### src/rtl/acc_alu_pkg.sv
package acc_alu_pkg;
  localparam int OP_BITS = 4;

  typedef enum logic [OP_BITS-1:0] {
    OP_ADD = 4'd0,
    OP_SUB = 4'd1,
    OP_AND = 4'd2,
    OP_IOR = 4'd3,
    OP_XOR = 4'd4,
    OP_COM = 4'd5,
    OP_INC = 4'd6,
    OP_DEC = 4'd7,
    OP_CLR = 4'd8,
    OP_MOV = 4'd9,
    OP_RLF = 4'd10,
    OP_RRF = 4'd11,
    OP_SWP = 4'd12
  } alu_op_e;

  typedef struct packed {
    logic c;
    logic dc;
    logic z;
  } flag_mask_t;
endpackage

### src/rtl/acc_alu_addsub.sv
module acc_alu_addsub #(
  parameter int W = 8
) (
  input  logic [W-1:0] a_in,
  input  logic [W-1:0] b_in,
  input  logic         sub,
  output logic [W-1:0] sum,
  output logic         c_out,
  output logic         dc_out
);
  localparam int H = W / 2;

  logic [W-1:0] a_x;
  logic [W:0]   full;
  logic [H:0]   low;

  // subtract: B + ~A + 1, so carries read as not-borrow
  assign a_x  = sub ? ~a_in : a_in;
  assign full = {1'b0, b_in} + {1'b0, a_x} + {{W{1'b0}}, sub};
  assign low  = {1'b0, b_in[H-1:0]} + {1'b0, a_x[H-1:0]} + {{H{1'b0}}, sub};

  assign sum    = full[W-1:0];
  assign c_out  = full[W];
  assign dc_out = low[H];
endmodule

### src/rtl/acc_alu_unary.sv
module acc_alu_unary
  import acc_alu_pkg::*;
#(
  parameter int W = 8
) (
  input  alu_op_e      op,
  input  logic [W-1:0] a_in,
  input  logic [W-1:0] b_in,
  output logic [W-1:0] res
);
  localparam int H = W / 2;
  localparam logic [W-1:0] ONE = {{(W-1){1'b0}}, 1'b1};

  always_comb begin
    res = '0;
    case (op)
      OP_AND:  res = a_in & b_in;
      OP_IOR:  res = a_in | b_in;
      OP_XOR:  res = a_in ^ b_in;
      OP_COM:  res = ~b_in;
      OP_INC:  res = b_in + ONE;
      OP_DEC:  res = b_in - ONE;
      OP_CLR:  res = '0;
      OP_MOV:  res = b_in;
      OP_SWP:  res = {b_in[H-1:0], b_in[W-1:H]};
      default: res = '0;
    endcase
  end
endmodule

### src/rtl/acc_alu_rotate.sv
module acc_alu_rotate #(
  parameter int W    = 8,
  parameter bit LEFT = 1'b1
) (
  input  logic [W-1:0] b_in,
  input  logic         cin,
  output logic [W-1:0] res,
  output logic         cout
);
  generate
    if (LEFT) begin : g_left
      assign res  = {b_in[W-2:0], cin};
      assign cout = b_in[W-1];
    end else begin : g_right
      assign res  = {cin, b_in[W-1:1]};
      assign cout = b_in[0];
    end
  endgenerate
endmodule

### src/rtl/acc_alu.sv
module acc_alu
  import acc_alu_pkg::*;
#(
  parameter int W = 8
) (
  input  logic               clk,
  input  logic               rst,
  input  logic [OP_BITS-1:0] op_sel,
  input  logic [W-1:0]       opnd_a,
  input  logic [W-1:0]       opnd_b,
  input  logic               carry_in,
  output logic [W-1:0]       result,
  output logic               flag_c,
  output logic               flag_dc,
  output logic               flag_z,
  output logic               upd_c,
  output logic               upd_dc,
  output logic               upd_z
);
  alu_op_e      op;
  logic [W-1:0] as_res, u_res, rl_res, rr_res, nxt_res;
  logic         as_c, as_dc, rl_c, rr_c, nxt_c, nxt_dc, nxt_z;
  flag_mask_t   nxt_m;

  assign op = alu_op_e'(op_sel);

  acc_alu_addsub #(.W(W)) u_addsub (
    .a_in(opnd_a), .b_in(opnd_b), .sub(op == OP_SUB),
    .sum(as_res), .c_out(as_c), .dc_out(as_dc)
  );

  acc_alu_unary #(.W(W)) u_unary (
    .op(op), .a_in(opnd_a), .b_in(opnd_b), .res(u_res)
  );

  acc_alu_rotate #(.W(W), .LEFT(1'b1)) u_rol (
    .b_in(opnd_b), .cin(carry_in), .res(rl_res), .cout(rl_c)
  );

  acc_alu_rotate #(.W(W), .LEFT(1'b0)) u_ror (
    .b_in(opnd_b), .cin(carry_in), .res(rr_res), .cout(rr_c)
  );

  always_comb begin
    nxt_res = '0;
    nxt_c   = 1'b0;
    nxt_dc  = 1'b0;
    nxt_m   = '0;
    case (op)
      OP_ADD, OP_SUB: begin
        nxt_res = as_res;
        nxt_c   = as_c;
        nxt_dc  = as_dc;
        nxt_m   = '{c: 1'b1, dc: 1'b1, z: 1'b1};
      end
      OP_AND, OP_IOR, OP_XOR, OP_COM, OP_INC,
      OP_DEC, OP_CLR, OP_MOV: begin
        nxt_res = u_res;
        nxt_m.z = 1'b1;
      end
      OP_RLF: begin
        nxt_res = rl_res;
        nxt_c   = rl_c;
        nxt_m.c = 1'b1;
      end
      OP_RRF: begin
        nxt_res = rr_res;
        nxt_c   = rr_c;
        nxt_m.c = 1'b1;
      end
      OP_SWP: nxt_res = u_res;
      default: nxt_res = '0;
    endcase
    nxt_z = (nxt_res == '0);
  end

  always_ff @(posedge clk) begin
    if (rst) begin
      result  <= '0;
      flag_c  <= 1'b0;
      flag_dc <= 1'b0;
      flag_z  <= 1'b0;
      upd_c   <= 1'b0;
      upd_dc  <= 1'b0;
      upd_z   <= 1'b0;
    end else begin
      result <= nxt_res;
      upd_c  <= nxt_m.c;
      upd_dc <= nxt_m.dc;
      upd_z  <= nxt_m.z;
      if (nxt_m.c)  flag_c  <= nxt_c;
      if (nxt_m.dc) flag_dc <= nxt_dc;
      if (nxt_m.z)  flag_z  <= nxt_z;
    end
  end
endmodule

### config.mk
export PLATFORM = sky130hd
export DESIGN_NAME = acc_alu
export DESIGN_NICKNAME = d
export VERILOG_FILES = /design/src/rtl/acc_alu_pkg.sv /design/src/rtl/acc_alu_addsub.sv /design/src/rtl/acc_alu_unary.sv /design/src/rtl/acc_alu_rotate.sv /design/src/rtl/acc_alu.sv
export SDC_FILE = /design/constraint.sdc
export NUM_CORES = 1
export LEC_CHECK = 0
export ABC_CLOCK_PERIOD_IN_PS = 4900
export BUFFER_PORTS_ARGS = -buffer_cell sky130_fd_sc_hd__buf_2
export CAP_MARGIN = 5
export CORE_ASPECT_RATIO = 1.75
export CORE_MARGIN = 2
export CORE_UTILIZATION = 45
export DETAILED_ROUTE_END_ITERATION = 16
export PLACE_DENSITY = 0.72
export SLEW_MARGIN = 25
export SYNTH_ARGS = -nofsm -noshare
export SYNTH_HDL_FRONTEND = slang
export SYNTH_SLANG_ARGS = --single-unit
### constraint.sdc
create_clock -name clk -period 4.9 [get_ports clk]
set_clock_uncertainty 0.1 [all_clocks]
set_input_delay 0.735 -clock clk [delete_from_list [all_inputs] [get_ports clk]]
set_output_delay 0.735 -clock clk [all_outputs]
set_load 0.01 [all_outputs]
After elaboration in Yosys (flattened, before gate mapping):

Cells that the tools add are included.
W data, S select, Z words.

* register bits: 14
* bits of input ports: 23
* output and inout bits: 14
* word-level logic and storage cells: 44

* $add $sub $neg: 6
* eq/ne operators: 12
* muxes and demuxes: 8
* bitwise gates (word level): 5
* reductions and logical operators: 6

Operators with widths (count)
* $pmux W8 S8: 1
* $pmux W8 S4: 1
* $eq A4 B4 Y1 const B: 5
* $eq A4 B3 Y1 const B: 4
* $not A8 Y8: 2
* $reduce_or A10 Y1: 1
* $add A8 B8 Y9: 1
* $add A9 B1 Y9: 1
* $reduce_or A9 Y1: 1
* $add A8 B1 Y8 const B: 1
* $and A8 B8 Y8: 1
* $eq A4 B2 Y1 const B: 2
* $logic_not A8 Y1: 1
* $mux W8: 1
* $or A8 B8 Y8: 1
* $sub A8 B1 Y8 const B: 1
* $xor A8 B8 Y8: 1
* $add A4 B4 Y5: 1
* $add A5 B1 Y5: 1
* $eq A4 B1 Y1 const B: 1
* $logic_not A4 Y1: 1
* $mux W1: 4
* $reduce_or A4 Y1: 1
* $pmux W1 S3: 1
* $reduce_or A2 Y1: 1

Longest topological paths before layout:

* depth in word-level cells: 6
* gate-level depth with buffers: 14
* mapped depth without buffers: 12

Modules after synthesis:

Synthesis repeated with hierarchy kept, for this count alone.

* cell total of the unflattened synthesis: 315
* area, all modules: 2516.2 µm²

Modules (own cells, without submodules)
* acc_alu: instances 1, cells an instance 116, area each 988.4 µm², seq. area each 280.3 µm²
* acc_alu_unary: instances 1, cells an instance 133, area each 988.4 µm², seq. area each 0.0 µm²
* acc_alu_addsub: instances 1, cells an instance 48, area each 404.1 µm², seq. area each 0.0 µm²
* acc_alu_rotate: instances 2, cells an instance 9, area each 67.6 µm², seq. area each 0.0 µm²

Least setup slack after synthesis:

OpenSTA, ideal clock, no wires.

* path type: input-to-reg
* from: input op_sel[2]
* to: register flag_z
* setup time: 87 ps
* arrival time: 3621 ps
* data required time: 4713 ps
* path slack: 1092 ps
* cell stages on the path: 14
* path buffers: 3
* path through: buf_4 buf_2 buf_2 nor3_2 xnor2_1 inv_1 fa_1 nand2b_1 a21oi_1 nor3_1 a31o_1 a221oi_1 nand2_1 o31ai_1

* word-level cells in the longest chain between the ends: 6
* elaborated cells between the ends (all ways): 23
* classes of those cells: add/sub (2); eq/ne (12); mux (4); reduce/logical (5)

Ends and longest elaborated chain
* start, declared: line acc_alu.sv:8 `input logic [OP_BITS-1:0] op_sel,`
* $eq A4 B1 Y1: line acc_alu.sv:28, acc_alu.sv:49
* $mux W8: line acc_alu_addsub.sv:18 `assign a_x = sub ? ~a_in : a_in;`
* $add A8 B8 Y9: line acc_alu_addsub.sv:19 `assign full = {1'b0, b_in} + {1'b0, a_x} + {{W{1'b0}}, sub};`
* $add A9 B1 Y9: line acc_alu_addsub.sv:19
* $pmux W8 S4: line acc_alu.sv:49 `case (op)`
* $logic_not A8 Y1: line acc_alu.sv:74 `nxt_z = (nxt_res == '0);`
* end signal, assigned: line acc_alu.sv:93 `if (nxt_m.z) flag_z <= nxt_z;`
* end, declared: line acc_alu.sv:15 `output logic flag_z,`

Parallel ways exist; a longest one is shown, timed or not.
A chain may end at the register's enable or synchronous reset.

Worst setup path in the final report:

Ends and elaborated chain as after synthesis.

==> run metrics <==
status completed; global-route wire length before repair ~11000 um; Seq cells post-synth 14; Initial DRT Pass Iterations 5; CP Capture Point flag_z; Finished Layout Cells 375; r2r endpoint flag_z; Max H-tree Level 1; critical path endpoint category register; Finish-stage setup viols 0; die span in x 57.41 um; pre-CTS setup slack approximately 1200 ps; Area contributors post-synth ha_1, dfxtp_1, xnor2_1; CTS sink cnt 14; R2R cell count 2; Req. time, crit path 4920 ps; Final ANT Viol Nets 0; Crit Reg-Reg Startpoint flag_z; Die Height 97.46 um; RSZ-0062 raised after global routing no; synthesized netlist net count 348; Skew-Pair Late Insertion Delay ~240 ps; # diodes 0; vias 2351; Stages on worst setup path 12; Max Slew Vio Count 0; GP Congestion 0.9385; CP max stage cell a2111oi_0; HP Class register to register; CTS tree yes; DRC 0; share of cells above drive strength 1 0.1776; clk buf depth 2; crit share post-route 0.7157; clk slew on worst S/H paths 50 ps; register area share after synthesis 0.1248; dpl cells 372; Row Count 34; Setup Crit Path Kind input pin to register; Hold Slack 392.8 ps; post-detail-place hpwl 5444 um; initial DRC count between 70 and 80; Ys Warns 0; Post-synth ARST share 0; Post-CTS Resized 0; initial antenna violation count 0; initial core utilization 0.4591; critical path fanouts, max 15; worst relative slew slack 0.3807; Post-Layout Inst Area 0.002442 mm^2; Routed WL per cell around 18 um; Power Density 175.5 mW/mm^2; cell family with most CP delay compound AO/OA/AOI/OAI gates; buffers plus inverters on the worst setup path 2; DIE AREA 0.005594 mm^2; FMAX 285.1 MHz; top cell type by total area after synthesis ha_1; Unique masters post-synth 65; main flop type after synthesis dfxtp_1; cell breakdown of the critical path buf_2 > nor3_2 > buf_4 > xnor2_1 > ha_1 > a21o_1 > a2111oi_0 > o21ai_0 > nand4_1 > nor3_1 > nand2_1 > o31ai_1; Peak VDD IR 0.1747 mV; vias in the first global route 2222; Worst Tran Pin Value 905.6 ps; Vias per Instance 6.269; final wirelength 6792 um; Leak Pwr roughly 1.1 nW; Hold Fails Final Rpt 0; Final min period 3507 ps; slowest stage delay, CP 820 ps; post-layout util 0.4992; Total Routing Usage GR 0.2495; setup bufs post-CTS 0; global route overflow 0; # IOs 37; Placed Area approximately 0.0024 mm^2; final net count ~370; Setup crit start op_sel[2]; setup ws final ~1400 ps; Data arrival, critical path 3530 ps; Synth-to-Final Area Change 8.746%; flop2flop setup slack between 4000 and 5000 ps; cts hold-fix bufs 0; EDFF count, synth 0; Yosys top cell area share 0.1337; total CTS buffers 3; # port buffers 36; startpoint types input pin; clock root buffer clkbuf_8; Max Cap Viol 0; largest net degree at the start of global routing 45; syn avg cell area ~7.5 um^2; core area about 0.0049 mm^2; mapped cell area 0.002246 mm^2; Final TNS setup 0 ps; Final Power roughly 430 uW; Post-Syn Instances 300
[worst min-delay path: stages, from the launching register on]
cell and delay [ps]:
dfxtp_1 300, nor2_1 90, nor3_1 50
[how the worst min path moves through the flow]
| stage | start | endpoint | depth (start not counted) |
|---|---|---|---|
| 2_1_floorplan | flag_z | flag_z | 2 |
| 3_3_place_gp | flag_dc | flag_dc | 2 |
| 3_5_place_dp | flag_dc | flag_dc | 2 |
| 4_1_cts | flag_dc | flag_dc | 2 |
| 5_1_grt | flag_dc | flag_dc | 2 |
| 6_report | flag_dc | flag_dc | 2 |
[where the power goes]
group          leakage, nW  internal (mW)  switching [mW]  total, mW
logic                0.932         0.0827           0.130      0.213
registers            0.115          0.123         0.00208      0.125
clock network       0.0216         0.0543          0.0370     0.0913
[synthesized netlist by cell type (2+ instances only)]
| library cell | n |
|---|---|
| a32o_1 | 2 |
| a21o_1 | 2 |
| buf_6 | 2 |
| o21ai_1 | 3 |
| nand2b_1 | 12 |
| a211oi_1 | 6 |
| dfxtp_1 | 14 |
| or2_2 | 2 |
| nor3_1 | 11 |
| nor3b_1 | 4 |
| o211ai_1 | 7 |
| xnor2_1 | 12 |
| buf_2 | 11 |
| nand3_1 | 7 |
| and3_1 | 3 |
| o22ai_1 | 4 |
| nand4_1 | 4 |
| o221ai_1 | 2 |
| a311o_1 | 2 |
| nor2b_1 | 8 |
| o32ai_1 | 3 |
| nor2_1 | 25 |
| nand2_1 | 20 |
| o21ai_0 | 12 |
| a32oi_1 | 4 |
| a311oi_1 | 2 |
| inv_1 | 22 |
| nand4b_1 | 2 |
| a21oi_1 | 15 |
| ha_1 | 24 |
| a41oi_1 | 2 |
| clkbuf_1 | 6 |
| buf_4 | 4 |
| a22oi_1 | 4 |
| mux2i_1 | 6 |
| o31ai_1 | 2 |
[cell usage in the layout, fill, tap and decap left out, drive strengths merged, types with 2 or more instances in the layout]
| master | instances |
|---|---|
| a21oi | 15 |
| a32oi | 4 |
| a22oi | 4 |
| o32ai | 3 |
| nand4 | 4 |
| dfxtp | 14 |
| or2 | 2 |
| nor2 | 25 |
| nand2b | 12 |
| o221ai | 2 |
| nor3b | 4 |
| clkbuf | 3 |
| nand4b | 3 |
| o22ai | 4 |
| nand3 | 7 |
| a21o | 2 |
| mux2i | 6 |
| nor4 | 2 |
| inv | 23 |
| buf | 41 |
| a311o | 2 |
| a41oi | 2 |
| o21ai | 16 |
| a2111oi | 2 |
| a311oi | 2 |
| ha | 24 |
| o31ai | 2 |
| o211ai | 7 |
| mux2 | 3 |
| nor3 | 13 |
| a211oi | 6 |
| nor2b | 8 |
| xnor2 | 12 |
| and3 | 3 |
| nand2 | 20 |
| a32o | 2 |
[logic make-up (layout without fill, tap and decap cells)]
group,after synthesis,in the layout,synth area share
flip-flops,14,14,0.1248
AND/OR/NAND/NOR,107,107,0.2613
XOR/XNOR,13,13,0.05070
adder cells (fa/ha/maj),25,25,0.1426
AO/OA/AOI/OAI,85,85,0.2696
buffers and inverters,46,67,0.09749
multiplexers,10,10,0.05348
[layout make-up]
cell class	count	area, um^2
Clock buffer	3	41.29
Fill cell	480	2450
Inverter	23	88.84
Multi-Input combinational cell	240	1747
Sequential cell	14	280.3
Tap cell	54	67.56
Timing Repair Buffer	41	217.7
[layer usage]
layer / GRT usage / up-vias / routed length [um]
met5: 0 / - / 0
met4: 0.1735 / 0 / 481
met3: 0.01332 / 30 / 273
met2: 0.4327 / 96 / 3510
met1: 0.2781 / 1079 / 2526
li1: - / 1146 / -
[state kept, by name, indices dropped and copies added, names as in the netlist]
name     flops
flag_c       1
flag_dc      1
flag_z       1
result       8
upd_c        1
upd_dc       1
upd_z        1
Note: power is estimated with default switching activity, not from simulation.
